`config.mk`:
```
export PLATFORM = sky130hd
export DESIGN_NAME = alt_byte_popcnt
export DESIGN_NICKNAME = d
export VERILOG_FILES = /design/src/rtl/apc_pkg.sv /design/src/rtl/apc_popcnt.sv /design/src/rtl/apc_tally.sv /design/src/rtl/apc_seq.sv /design/src/rtl/alt_byte_popcnt.sv
export SDC_FILE = /design/constraint.sdc
export NUM_CORES = 1
export LEC_CHECK = 0
export CAP_MARGIN = 30
export CORE_ASPECT_RATIO = 0.7
export CORE_MARGIN = 1
export CORE_UTILIZATION = 41
export DETAILED_ROUTE_END_ITERATION = 16
export DONT_BUFFER_PORTS = 1
export GPL_TIMING_DRIVEN = 0
export PLACE_DENSITY = 0.67
export SYNTH_ARGS = -nofsm -noshare
export SYNTH_HDL_FRONTEND = slang
export SYNTH_SLANG_ARGS = --single-unit
```
`constraint.sdc`:
```
create_clock -name clk_i -period 5 [get_ports clk_i]
set_input_delay 0.75 -clock clk_i [delete_from_list [all_inputs] [get_ports clk_i]]
set_output_delay 0.75 -clock clk_i [all_outputs]
set_load 0.05 [all_outputs]
```
`src/rtl/apc_pkg.sv`:
```
package apc_pkg;

  typedef enum logic [1:0] {
    ST_IDLE = 2'd0,
    ST_REQ  = 2'd1,
    ST_WAIT = 2'd2
  } apc_state_e;

  // number of set bits in a word of up to 64 bits
  function automatic int unsigned ones_of(input logic [63:0] v);
    int unsigned n;
    n = 0;
    for (int i = 0; i < 64; i++) n += int'(v[i]);
    return n;
  endfunction

endpackage

```
`src/rtl/apc_popcnt.sv`:
```
module apc_popcnt #(
  parameter int BW = 8,
  localparam int IW = $clog2(BW + 1)
) (
  input  logic [BW-1:0] data_i,
  output logic [IW-1:0] ones_o,
  output logic [IW-1:0] zeros_o
);
  import apc_pkg::*;

  always_comb begin
    ones_o  = IW'(ones_of(64'(data_i)));
    zeros_o = IW'(BW) - ones_o;
  end

endmodule

```
`src/rtl/apc_tally.sv`:
```
module apc_tally #(
  parameter int CW = 16,
  parameter int IW = 4
) (
  input  logic          clk_i,
  input  logic          rst_ni,
  input  logic          clr_i,
  input  logic          add_i,
  input  logic [IW-1:0] inc_i,
  output logic [CW-1:0] count_o
);

  always_ff @(posedge clk_i) begin
    if (!rst_ni)     count_o <= '0;
    else if (clr_i)  count_o <= '0;
    else if (add_i)  count_o <= count_o + CW'(inc_i);
  end


  clr_zero_chk: assert property (@(posedge clk_i) disable iff (!rst_ni)
    clr_i |=> count_o == '0);


  idle_hold_chk: assert property (@(posedge clk_i) disable iff (!rst_ni)
    (!clr_i && !add_i) |=> $stable(count_o));

endmodule

```
`src/rtl/apc_seq.sv`:
```
module apc_seq #(
  parameter int AW = 16,
  localparam int PW = AW + 1
) (
  input  logic          clk_i,
  input  logic          rst_ni,
  input  logic          start_i,
  input  logic [AW-1:0] first_addr_i,
  input  logic [AW-1:0] last_addr_i,
  output logic          req_valid_o,
  input  logic          req_ready_i,
  output logic [AW-1:0] req_addr_o,
  input  logic          rsp_valid_i,
  output logic          busy_o,
  output logic          done_o,
  output logic          clr_o,
  output logic          take_even_o,
  output logic          take_odd_o
);
  import apc_pkg::*;

  apc_state_e    state_q;
  logic [PW-1:0] ptr_q;
  logic [PW-1:0] limit_q;
  logic          phase_q;
  logic          done_q;

  // named events
  logic          start_acc;
  logic          rsp_take;
  logic          scan_fin;
  logic [PW-1:0] ptr_nxt;

  assign start_acc = start_i && (state_q == ST_IDLE);
  assign rsp_take  = rsp_valid_i && (state_q == ST_WAIT);
  assign ptr_nxt   = ptr_q + PW'(1);
  assign scan_fin  = rsp_take && phase_q && !(ptr_nxt < limit_q);

  always_ff @(posedge clk_i) begin
    if (!rst_ni) begin
      state_q <= ST_IDLE;
      ptr_q   <= '0;
      limit_q <= '0;
      phase_q <= 1'b0;
      done_q  <= 1'b0;
    end else begin
      done_q <= scan_fin;
      unique case (state_q)
        ST_IDLE: if (start_i) begin
          ptr_q   <= {1'b0, first_addr_i};
          limit_q <= {1'b0, last_addr_i} + PW'(3);
          phase_q <= 1'b0;
          state_q <= ST_REQ;
        end
        ST_REQ: if (req_ready_i) state_q <= ST_WAIT;
        ST_WAIT: if (rsp_valid_i) begin
          ptr_q   <= ptr_nxt;
          phase_q <= ~phase_q;
          state_q <= scan_fin ? ST_IDLE : ST_REQ;
        end
        default: state_q <= ST_IDLE;
      endcase
    end
  end

  assign req_valid_o = (state_q == ST_REQ);
  assign req_addr_o  = ptr_q[AW-1:0];
  assign busy_o      = (state_q != ST_IDLE);
  assign done_o      = done_q;
  assign clr_o       = start_acc;
  assign take_even_o = rsp_take && !phase_q;
  assign take_odd_o  = rsp_take && phase_q;


  done_pulse_chk: assert property (@(posedge clk_i) disable iff (!rst_ni)
    done_o |=> !done_o);


  done_after_busy_chk: assert property (@(posedge clk_i) disable iff (!rst_ni)
    done_o |-> (!busy_o && $past(busy_o)));


  req_hold_chk: assert property (@(posedge clk_i) disable iff (!rst_ni)
    (req_valid_o && !req_ready_i) |=> (req_valid_o && $stable(req_addr_o)));


  start_ignored_chk: assert property (@(posedge clk_i) disable iff (!rst_ni)
    (busy_o && start_i && !scan_fin) |=> (busy_o && $stable(limit_q)));


  addr_step_chk: assert property (@(posedge clk_i) disable iff (!rst_ni)
    (rsp_take && !scan_fin) |=> (req_valid_o && req_addr_o == AW'($past(req_addr_o) + AW'(1))));

endmodule

```
`src/rtl/alt_byte_popcnt.sv`:
```
module alt_byte_popcnt #(
  parameter int AW = 16,
  parameter int BW = 8,
  parameter int CW = 16
) (
  input  logic          clk_i,
  input  logic          rst_ni,
  input  logic          start_i,
  input  logic [AW-1:0] first_addr_i,
  input  logic [AW-1:0] last_addr_i,
  output logic          req_valid_o,
  input  logic          req_ready_i,
  output logic [AW-1:0] req_addr_o,
  input  logic          rsp_valid_i,
  input  logic [BW-1:0] rsp_data_i,
  output logic          busy_o,
  output logic          done_o,
  output logic [CW-1:0] zero_cnt_o,
  output logic [CW-1:0] one_cnt_o
);
  localparam int IW = $clog2(BW + 1);
  localparam int NT = 2;

  logic          clr;
  logic          take_even;
  logic          take_odd;
  logic [IW-1:0] ones;
  logic [IW-1:0] zeros;
  logic [NT-1:0] add_sel;
  logic [IW-1:0] inc_sel [NT];
  logic [CW-1:0] cnt     [NT];

  apc_seq #(.AW(AW)) u_seq (
    .clk_i        (clk_i),
    .rst_ni       (rst_ni),
    .start_i      (start_i),
    .first_addr_i (first_addr_i),
    .last_addr_i  (last_addr_i),
    .req_valid_o  (req_valid_o),
    .req_ready_i  (req_ready_i),
    .req_addr_o   (req_addr_o),
    .rsp_valid_i  (rsp_valid_i),
    .busy_o       (busy_o),
    .done_o       (done_o),
    .clr_o        (clr),
    .take_even_o  (take_even),
    .take_odd_o   (take_odd)
  );

  apc_popcnt #(.BW(BW)) u_pop (
    .data_i  (rsp_data_i),
    .ones_o  (ones),
    .zeros_o (zeros)
  );

  // index 0: clear bits of even-position bytes, index 1: set bits of odd-position bytes
  assign add_sel    = {take_odd, take_even};
  assign inc_sel[0] = zeros;
  assign inc_sel[1] = ones;

  for (genvar gi = 0; gi < NT; gi++) begin : g_tally
    apc_tally #(.CW(CW), .IW(IW)) u_tally (
      .clk_i   (clk_i),
      .rst_ni  (rst_ni),
      .clr_i   (clr),
      .add_i   (add_sel[gi]),
      .inc_i   (inc_sel[gi]),
      .count_o (cnt[gi])
    );
  end

  assign zero_cnt_o = cnt[0];
  assign one_cnt_o  = cnt[1];

endmodule

```
==> key figures, run 1 <==
Setup path
  • Worst setup path class: in2reg
  • Element type at the critical path end: flop
  • Worst EP required: 5200 ps
  • Critical Path AT: 4900 ps
  • Delay-heaviest family, CP: adder cells
  • Crit path buffers/inverters: 4
  • Reg2Reg Launch Point: u_seq.ptr_q[0]$_SDFFE_PN0P_
  • Critical path, cell by cell: ha_1, inv_1, fa_1, fa_1, inv_1, fa_1, inv_1, fa_1, ha_1, inv_1, fa_1, nor2b_1, o21ai_1, a2111oi_1, xnor2_1, nor2_1
  • Type of origin of the critical path: primary input
  • Cell mode on critical path: fa_1
  • Crit path launch: rsp_data_i[0]
  • Critical path's slowest cell: fa_1
  • CP Max Fanout: 6
  • Slowest Stage Delay on Critical Path: ~490 ps

Floorplanning
  • Die Wd: 129 um
  • Starting density of the core: 42.3%
  • I/O pin count: 96
  • Total core area: 11000 um^2
  • Die area: roughly 12000 um^2
  • Rows: 32
  • Die height: 91.1 um

Detailed routing
  • Max layer used: met4
  • Initial drt markers: just under 300
  • DRT antenna net count: 0
  • Routed met2 length: 5.17 mm
  • Vias per inst: 5.52
  • WL met1: 5.72 mm
  • Drt first pass iters: 5
  • Wire per inst: 16.3 um
  • Routed via count: 4050
  • Number of remaining DRC errors: 0
  • Met3 WL: just under 900 um
  • Routed wire length: approximately 12 mm

Global route
  • Pin count of the biggest net entering global routing: 11
  • First-pass GRT wire length: a little under 20 mm
  • Initial antenna violation count: 0
  • Number of global-route vias before repair: 3966
  • Global Route Usage Sum: 21.3%
  • GRT Residual Overflow: 0

Power
  • P_leak: 1.98 nW
  • Power Dens Cells: 303 nW/um^2
  • Post-layout power: 0.00155 W
  • Worst IR Drop VDD: 0.172 mV

Logic synthesis
  • Syn Area/Cell: ~8 um^2
  • Async SR Flop Fraction: 0%
  • Xor/xnor share of the synthesized area: 9.98%
  • Main synth FF type: dfxtp_1
  • Netlist cell types: 55
  • Synth area leaders: dfxtp_1 30%, ha_1 8.1%, xnor2_1 7.9%, a21oi_1 4.9%, nor2_1 3.9%
  • Compound-gate portion of the synthesized area: 16.1%
  • Mapped cell area: roughly 4700 um^2
  • YS warnings: 0
  • Seq/Total Area, Yosys: 30.1%
  • Flops & latches, synth: 70
  • Largest family of logic cells by synthesized area: simple AND/OR/NAND/NOR gates
  • Area leader, netlist: dfxtp_1
  • Top-count cell post-synth: dfxtp_1
  • Yosys top cell area share: 30.1%
  • Mux cell area share after synthesis: about 1.5%
  • Post-synthesis simple-gate area fraction: 23.3%
  • EDFF count, synth: 0
  • Syn Inst Count: 565
  • Mapped Nets: roughly 650
  • Synth cell count leaders: 70 x dfxtp_1, 48 x nor2_1, 46 x a21oi_1, 42 x xnor2_1, 41 x inv_1
  • Synth Area in Adders: 10.6%

Timing
  • Final worst path period share: 93.9%
  • Final slew viol count: 0
  • Unrepaired setup endpoints after global routing: no
  • Max Freq: 213 MHz
  • Fin. Hold Viols: 0
  • Clk_skew: 6.03 ps
  • Setup ws final: 303 ps
  • Worst-Margin Slew: ~650 ps
  • Final-report setup violation count: 0
  • Slew headroom: 56.7%
  • Tmin final: 4700 ps

Clock tree
  • Clock Latency Late Sink: between 300 and 400 ps
  • Post-CTS Setup Bufs: 0
  • Reg clk slew, reported paths: 60 ps
  • Clock Sinks: 70
  • CTS tree: built
  • Htree depth: 3
  • Max Root-Sink Buffers: 2
  • Clock root cell: clkbuf_16
  • Hold buffers post-CTS: 0
  • CTS buffer count: 9

Run
  • Max-Cap Viols: 0

Finish
  • Final net count: approximately 660
  • Antenna cells: 0
  • Ratio of cells with drive above 1 in the final layout: 8.26%
  • Synth-to-Final Area Change: 9.90%

Placement
  • Dpl hpwl: 9.38 mm
  • Gpl congestion: 0.838
  • Setup WS pre-CTS: -188 ps
  • Port-buffer cells: 0

Worst hold path
  • HP Class: reg2reg
  • Hold Crit Start: u_seq.limit_q[5]$_SDFFE_PN0P_

Run status
  • Outcome: finished clean
## worst paths after layout
check / to / slack [ps] / depth (start not counted)
min: u_seq.limit_q[5]$_SDFFE_PN0P_ / 470 / 2
min reg2reg: u_seq.limit_q[5]$_SDFFE_PN0P_ / 470 / 2
max reg2reg: u_seq.done_o$_SDFF_PN0_ / 1820 / 11
max: g_tally[0].u_tally.count_o[12]$_SDFFE_PP0P_ / 300 / 16
## repair_timing
item / 4_1_cts / 5_1_grt
hold endpoints to repair: 0 / 0
resized for setup: 0 / 2
setup endpoints to repair: 0 / 6
## flip-flops by register name (all words and copies together) (netlist names)
signal,cells
g_tally.u_tally.count_o,32
u_seq.done_o,1
u_seq.limit_q,17
u_seq.phase_q,1
u_seq.ptr_q,17
u_seq.state_q,2
## cells in the final DEF (no fill, tap or decap), types with 5 or more instances in the layout
cell type	count
dfxtp_1	70
nor2_1	48
fa_1	6
nand2_1	40
buf_1	5
a211oi_1	15
clkbuf_16	9
xnor2_1	42
mux2i_1	6
nand3_1	21
nor3_1	14
a21o_1	7
and4_1	5
nand4_1	10
ha_1	30
and2_1	5
inv_1	41
nor2b_1	12
clkbuf_1	19
nor3b_1	5
buf_4	19
a21oi_1	46
xor2_1	11
o21ai_0	23
and3_1	7
## per-layer routing
metal	GRT usage, %	vias to the layer above
met5	0	-
met4	6.27	0
met3	6.01	16
met2	32.1	116
met1	29.2	1932
li1	-	1986
## per-stage QoR
step / utilization (%) / setup TNS [ps] / std cells / hold slack [ps] / area [um^2]
detailed placement: 44.1 / -337 / 720 / 465 / 4860
floorplan: - / 0 / 565 / 432 / 4650
global route: 46.4 / 0 / 734 / 491 / 5110
global placement: 44.0 / -135 / 718 / 446 / 4840
CTS: 46.4 / 0 / 734 / 472 / 5110
finish: 46.4 / 0 / 734 / 466 / 5110
## worst min-delay path, cell delays in order (launching register included)
cell      delay (ps)
dfxtp_1          290
inv_1             60
a211oi_1          60
## kinds of logic after synthesis
kind of cell / after synthesis
AND/OR/NAND/NOR: 195
AO/OA/AOI/OAI: 120
buffers and inverters: 84
flip-flops: 70
XOR/XNOR: 53
adder cells (fa/ha/maj): 36
multiplexers: 7
## power by group
part           switching [W]  internal (W)  leakage [nW]
sequential         0.0000276      0.000582         0.570
combinational       0.000230      0.000141          1.28
clock               0.000228      0.000342         0.128
total               0.000485       0.00107          1.98
## cell type report
class                           instances  area (um^2)
Multi-Input combinational cell        411         2870
Buffer                                 43          234
Clock inverter                          2         10.0
Tap cell                              153          191
Sequential cell                        70         1400
Clock buffer                           12          246
Fill cell                            1067         5900
Timing Repair Buffer                    2         11.3
Inverter                               41          154
(Power assumes the default switching activity.)
==> run 2: changes to the inputs <==
--- a/config.mk
+++ b/config.mk
@@ -6,13 +6,15 @@
 export NUM_CORES = 1
 export LEC_CHECK = 0
 export CAP_MARGIN = 30
+export CELL_PAD_IN_SITES_DETAIL_PLACEMENT = 0
+export CELL_PAD_IN_SITES_GLOBAL_PLACEMENT = 1
 export CORE_ASPECT_RATIO = 0.7
 export CORE_MARGIN = 1
 export CORE_UTILIZATION = 41
 export DETAILED_ROUTE_END_ITERATION = 16
 export DONT_BUFFER_PORTS = 1
 export GPL_TIMING_DRIVEN = 0
-export PLACE_DENSITY = 0.67
+export PLACE_DENSITY = 0.84
 export SYNTH_ARGS = -nofsm -noshare
 export SYNTH_HDL_FRONTEND = slang
 export SYNTH_SLANG_ARGS = --single-unit
==> run 2 against run 1 <==
Against the previous run:
- first-iteration DRC count fell by 2.0%
- critical path type unchanged
- global-route usage barely moved
- largest cell class unchanged
- worst setup slack got worse by 67 ps
- combinational power fell by 2%
- clock power rose by 7.7%
- critical path depth did not move
- register-to-register slack got worse by 40 ps
- sequential share of layout area fell by 0.17 points
- sequential power barely moved
==> key figures, run 2 (synthesized netlist as in run 1, its figures left out) <==
Run status
  • Outcome: finished clean

Finish
  • Regs by FF count: g_tally.u_tally.count_o x32, u_seq.limit_q x17, u_seq.ptr_q x17
  • Final core occ: 46.7%
  • Antenna cells: 0
  • Number of fill cells in the layout: 1098
  • Synth-to-Final Area Change: 10.6%
  • Final net count: 659
  • Register name with the most flops: g_tally.u_tally.count_o
  • Ratio of cells with drive above 1 in the final layout: roughly 8.7%
  • Final cell count without fillers: 736
  • Commonest non-fill, non-tap cell in the layout: dfxtp_1
  • Most frequent cells in the layout: 70 x dfxtp_1, 48 x nor2_1, 46 x a21oi_1, 42 x xnor2_1, 41 x inv_1
  • Largest register FFs: 32
  • Cell area after layout: around 5100 um^2

Floorplanning
  • Total core area: about 11000 um^2
  • Rows: 32
  • Die area: ~12000 um^2
  • I/O pin count: between 90 and 100
  • Starting density of the core: 42.3%
  • Die height: 91.1 um
  • Die Wd: 129 um

Clock tree
  • Max Root-Sink Buffers: 2
  • Clock Sinks: 70
  • CTS buffer count: 9
  • Htree depth: 3
  • Clock root cell: clkbuf_16
  • Post-CTS Setup Bufs: 0
  • Reg clk slew, reported paths: 60 ps
  • Clock Latency Late Sink: 340 ps
  • Hold buffers post-CTS: 0
  • Post-CTS sizing: 0
  • CTS tree: built

Detailed routing
  • Number of remaining DRC errors: 0
  • Vias per inst: around 5.5
  • Wire per inst: ~16 um
  • Routed wire length: 12.0 mm
  • Routed via count: 4066
  • Drt first pass iters: 5
  • Initial drt markers: between 200 and 300
  • DRT antenna net count: 0

Global route
  • GRT Residual Overflow: 0
  • Global Route Usage Sum: between 20% and 30%
  • First-pass GRT wire length: approximately 19 mm
  • Initial antenna violation count: 0
  • Number of global-route vias before repair: 3903
  • Pin count of the biggest net entering global routing: 12

Power
  • Cell internal pwr: 0.00110 W
  • Switching share of power: 30.9%
  • Clock network fraction of total power: about 39%
  • Power Dens Cells: 308 nW/um^2
  • Worst IR Drop VDD: about 0.17 mV
  • Comb pwr share: 22.9%
  • Sw Pwr: 0.000491 W
  • Sequential power share: 38.4%
  • P_leak: 2.00 nW

Timing
  • Clk_skew: 5.48 ps
  • Final worst path period share: 95.3%
  • Max Freq: 210 MHz
  • Hold_ws: 457 ps
  • Unrepaired setup endpoints after global routing: no
  • Final slew viol count: 0
  • Fin. Hold Viols: 0
  • Tmin final: ~4800 ps
  • Setup TNS: 0 ps
  • Final-report setup violation count: 0
  • Slew headroom: 49.4%
  • Worst-Margin Slew: roughly 750 ps

Setup path
  • Critical Path AT: 4980 ps
  • Reg2Reg Launch Point: u_seq.ptr_q[0]$_SDFFE_PN0P_
  • Element type at the critical path end: flop
  • CP Max Fanout: 6
  • Type of origin of the critical path: primary input
  • Worst EP required: between 5000 and 6000 ps
  • Crit path launch: rsp_data_i[0]
  • Worst setup path class: in2reg

Placement
  • Placed Cells: 720
  • Gpl congestion: 0.864
  • Port-buffer cells: 0
  • Cell Area, Placed: 4860 um^2
  • Dpl hpwl: 9.17 mm

Worst hold path
  • HP Class: reg2reg
  • Hold Crit Start: u_seq.limit_q[2]$_SDFFE_PN0P_

Run
  • Max-Cap Viols: 0
## run 2: cell types whose count changed in the layout (fill, tap and decap cells not counted), sizes merged
cell,change
clkbuf,+1
clkinvlp,+1
## run 2: final cells by class
| cell class | instances | area (um^2) | share of cell area (%) |
|---|---|---|---|
| multi-input combinational | 411 | 2870 | 55.7 |
| sequential | 70 | 1400 | 27.2 |
| clock buffer | 13 | 270 | 5.25 |
| buffer | 43 | 234 | 4.55 |
| tap | 153 | 191 | 3.72 |
| inverter | 41 | 154 | 2.99 |
| clock inverter | 3 | 17.5 | 0.340 |
| timing repair buffer | 2 | 11.3 | 0.219 |
## run 2: power by group through the flow
stage / registers (W) / clock network, W / logic, W
finish: 0.000609 / 0.000614 / 0.000363
global route: 0.000613 / 0.000654 / 0.000407
CTS: 0.000609 / 0.000627 / 0.000362
detailed placement: 0.000621 / 0 / 0.000359
global placement: 0.000620 / 0 / 0.000347
floorplan: 0.000614 / 0 / 0.000292
## run 2: worst paths after layout
check	end	slack (ps)	cells after the start
worst max-delay path	g_tally[0].u_tally.count_o[12]$_SDFFE_PP0P_	240	16
worst min register to register	u_seq.limit_q[2]$_SDFFE_PN0P_	460	2
worst min-delay path	u_seq.limit_q[2]$_SDFFE_PN0P_	460	2
worst max register to register	u_seq.done_o$_SDFF_PN0_	1780	11
## run 2: critical path, stage by stage
cell and delay (ps):
ha_1 270, inv_1 70, fa_1 420, fa_1 490, inv_1 50, fa_1 370, inv_1 80, fa_1 440
ha_1 320, inv_1 60, fa_1 420, nor2b_1 160, o21ai_0 280, a2111oi_1 560, xnor2_1 170, nor2_1 60
## run 2: per-layer routing
metal / global-route usage, % / vias to the layer above / share of wire (%) / wire length (um)
met5: 0 / - / 0 / 0
met4: 4.90 / 0 / 0.81 / 97
met3: 7.25 / 14 / 6.4 / 770
met2: 32.1 / 106 / 44 / 5310
met1: 28.8 / 1955 / 49 / 5830
li1: - / 1991 / - / -
## run 2: per-stage QoR
step | worst slack, ps | power (W)
after floorplan | 219 | 0.000906
after detailed placement | -114 | 0.000980
after global routing | 15.4 | 0.00167
after CTS | 222 | 0.00160
after global placement | -94.4 | 0.000968
final | 236 | 0.00159
==> run 3: changes to the inputs <==
--- a/config.mk
+++ b/config.mk
@@ -11,6 +11,7 @@
 export CORE_ASPECT_RATIO = 0.7
 export CORE_MARGIN = 1
 export CORE_UTILIZATION = 41
+export CTS_BUF_LIST = sky130_fd_sc_hd__clkbuf_8
 export DETAILED_ROUTE_END_ITERATION = 16
 export DONT_BUFFER_PORTS = 1
 export GPL_TIMING_DRIVEN = 0
==> run 3 against run 2 <==
Against the previous run:
- critical path depth unchanged
- combinational power barely moved
- non-clock buffer count did not move
- power fell by 11%
- fmax up 0.56%
- final cell count unchanged
- clock skew up 3.0 ps
- first-iteration DRC count decreased by 2.1%
- register-to-register slack worse by 20 ps
- sequential cell count stayed put
==> key figures, run 3 (synthesized netlist as in run 1, its figures left out) <==
Clock tree
  • Reg clk slew, reported paths: approximately 70 ps
  • Htree depth: 3
  • Hold buffers post-CTS: 0
  • Max Root-Sink Buffers: 2
  • CTS buffer count: 9
  • Clock Latency Late Sink: 360 ps
  • CTS tree: built
  • Clock root cell: clkbuf_8
  • Clock Sinks: 70

Setup path
  • R2R Setup Slk: approximately 1800 ps
  • Element type at the critical path end: flop
  • Worst Reg-to-Reg Cells: 11
  • Type of origin of the critical path: primary input
  • Reg2Reg Launch Point: u_seq.ptr_q[0]$_SDFFE_PN0P_
  • Crit Reg-Reg Endpoint: u_seq.done_o$_SDFF_PN0_
  • Critical Path AT: 4970 ps
  • Worst setup path class: in2reg
  • Worst EP required: 5240 ps
  • CP Max Fanout: 6

Worst hold path
  • Hold Crit Start: u_seq.limit_q[2]$_SDFFE_PN0P_
  • HP Class: reg2reg
  • Worst hold stages: 2
  • WHS Endpoint: u_seq.limit_q[2]$_SDFFE_PN0P_

Placement
  • Setup WS pre-CTS: -114 ps
  • Dpl hpwl: 9.17 mm
  • Gpl congestion: 0.864
  • Cell Area, Placed: ~5000 um^2
  • Port-buffer cells: 0

Floorplanning
  • Rows: 32
  • Die Wd: between 100 and 150 um
  • Die area: 11800 um^2
  • Die height: approximately 91 um
  • I/O pin count: 96
  • Total core area: 11000 um^2
  • Starting density of the core: a little over two fifths

Finish
  • Most frequent cells in the layout: 70 x dfxtp_1, 48 x nor2_1, 46 x a21oi_1, 42 x inv_1, 42 x xnor2_1
  • Register name with the most flops: g_tally.u_tally.count_o
  • Final core occ: 45.8%
  • Largest register FFs: 32
  • Final net count: 659
  • Ratio of cells with drive above 1 in the final layout: 8.75%
  • Antenna cells: 0
  • Commonest non-fill, non-tap cell in the layout: dfxtp_1
  • Regs by FF count: g_tally.u_tally.count_o x32, u_seq.limit_q x17, u_seq.ptr_q x17
  • Synth-to-Final Area Change: 8.39%
  • Cell area after layout: 5040 um^2

Timing
  • Unrepaired setup endpoints after global routing: no
  • Max Freq: 211 MHz
  • Setup TNS: 0 ps
  • Setup ws final: roughly 260 ps
  • Slew headroom: about half
  • Tmin final: 4740 ps
  • Final-report setup violation count: 0
  • Fin. Hold Viols: 0
  • Final worst path period share: 94.7%
  • Clk_skew: 8.45 ps
  • Worst-Margin Slew: 732 ps
  • Final slew viol count: 0

Detailed routing
  • Routed via count: 4050
  • Vias per inst: 5.50
  • Initial drt markers: 282
  • Number of remaining DRC errors: 0
  • DRT antenna net count: 0
  • Routed wire length: 11.9 mm
  • Drt first pass iters: 5
  • Wire per inst: about 16 um

Power
  • Sequential power share: 43.2%
  • Power Dens Cells: 279 nW/um^2
  • Worst IR Drop VDD: approximately 0.12 mV
  • Switching share of power: about 33%
  • Post-layout power: approximately 0.0014 W
  • Cell internal pwr: 0.000938 W
  • P_leak: approximately 2.0 nW
  • Comb pwr share: 25.8%
  • Clock network fraction of total power: about 31%
  • Sw Pwr: 0.000471 W

Run status
  • Outcome: finished clean

Global route
  • GRT Residual Overflow: 0
  • Number of global-route vias before repair: 3877
  • Initial antenna violation count: 0
  • Pin count of the biggest net entering global routing: 12
  • Global Route Usage Sum: 21.0%
  • First-pass GRT wire length: between 15 and 20 mm

Run
  • Max-Cap Viols: 0
## run 3: cell count changes in the layout (fill, tap and decap cells not counted), sizes merged
cell / before / now
clkbuf: 30 / 29
inv: 41 / 42
## run 3: final cells by class
class	count	area, um^2
inverter	41	154
clock buffer	12	165
multi-input combinational	411	2870
timing repair buffer	2	11.3
tap	153	191
sequential	70	1400
fill	1104	5970
clock inverter	4	21.3
buffer	43	234
## run 3: worst max-delay path by stage
stage | depth (start not counted) | startpoint | slack (ps) | endpoint
after floorplan | 16 | rsp_data_i[0] | 220 | g_tally[0].u_tally.count_o[12]$_SDFFE_PP0P_
after global placement | 16 | rsp_data_i[0] | -90 | g_tally[0].u_tally.count_o[12]$_SDFFE_PP0P_
after detailed placement | 16 | rsp_data_i[0] | -110 | g_tally[0].u_tally.count_o[12]$_SDFFE_PP0P_
after CTS | 16 | rsp_data_i[0] | 250 | g_tally[0].u_tally.count_o[12]$_SDFFE_PP0P_
after global routing | 16 | rsp_data_i[0] | 40 | g_tally[0].u_tally.count_o[12]$_SDFFE_PP0P_
final | 16 | rsp_data_i[0] | 260 | g_tally[0].u_tally.count_o[12]$_SDFFE_PP0P_
## run 3: what timing repair did
item / 4_1_cts / 5_1_grt
gates resized for setup: 0 / 1
buffers inserted: 0 / 0
hold endpoints to repair: 0 / 0
setup endpoints to repair: 0 / 1
## run 3: per-layer routing
metal	GRT usage, %	routed length, um	part of all wire [%]	vias to the layer above
met2	31.9	5200	44	100
met3	6.72	735	6.2	15
met4	4.90	132	1.1	0
met5	0	0	0	-
met1	28.7	5860	49	1940
li1	-	-	-	1995
## run 3: critical path, stage by stage
cell       delay [ps]
ha_1              270
inv_1              70
fa_1              420
fa_1              490
inv_1              50
fa_1              370
inv_1              80
fa_1              440
ha_1              320
inv_1              60
fa_1              420
nor2b_1           160
o21ai_0           270
a2111oi_1         560
xnor2_1           170
nor2_1             60
## run 3: power groups by stage
stage | combinational (W) | sequential (W) | clock [W]
floorplan | 0.000292 | 0.000614 | 0
global route | 0.000407 | 0.000612 | 0.000473
detailed placement | 0.000359 | 0.000621 | 0
CTS | 0.000362 | 0.000608 | 0.000448
finish | 0.000364 | 0.000608 | 0.000436
global placement | 0.000347 | 0.000620 | 0
## run 3: stage by stage
stage                     cells  hold WS, ps
after global placement      718          443
after global routing        736          458
after detailed placement    720          454
after CTS                   736          465
after floorplan             565          432
final                       736          459
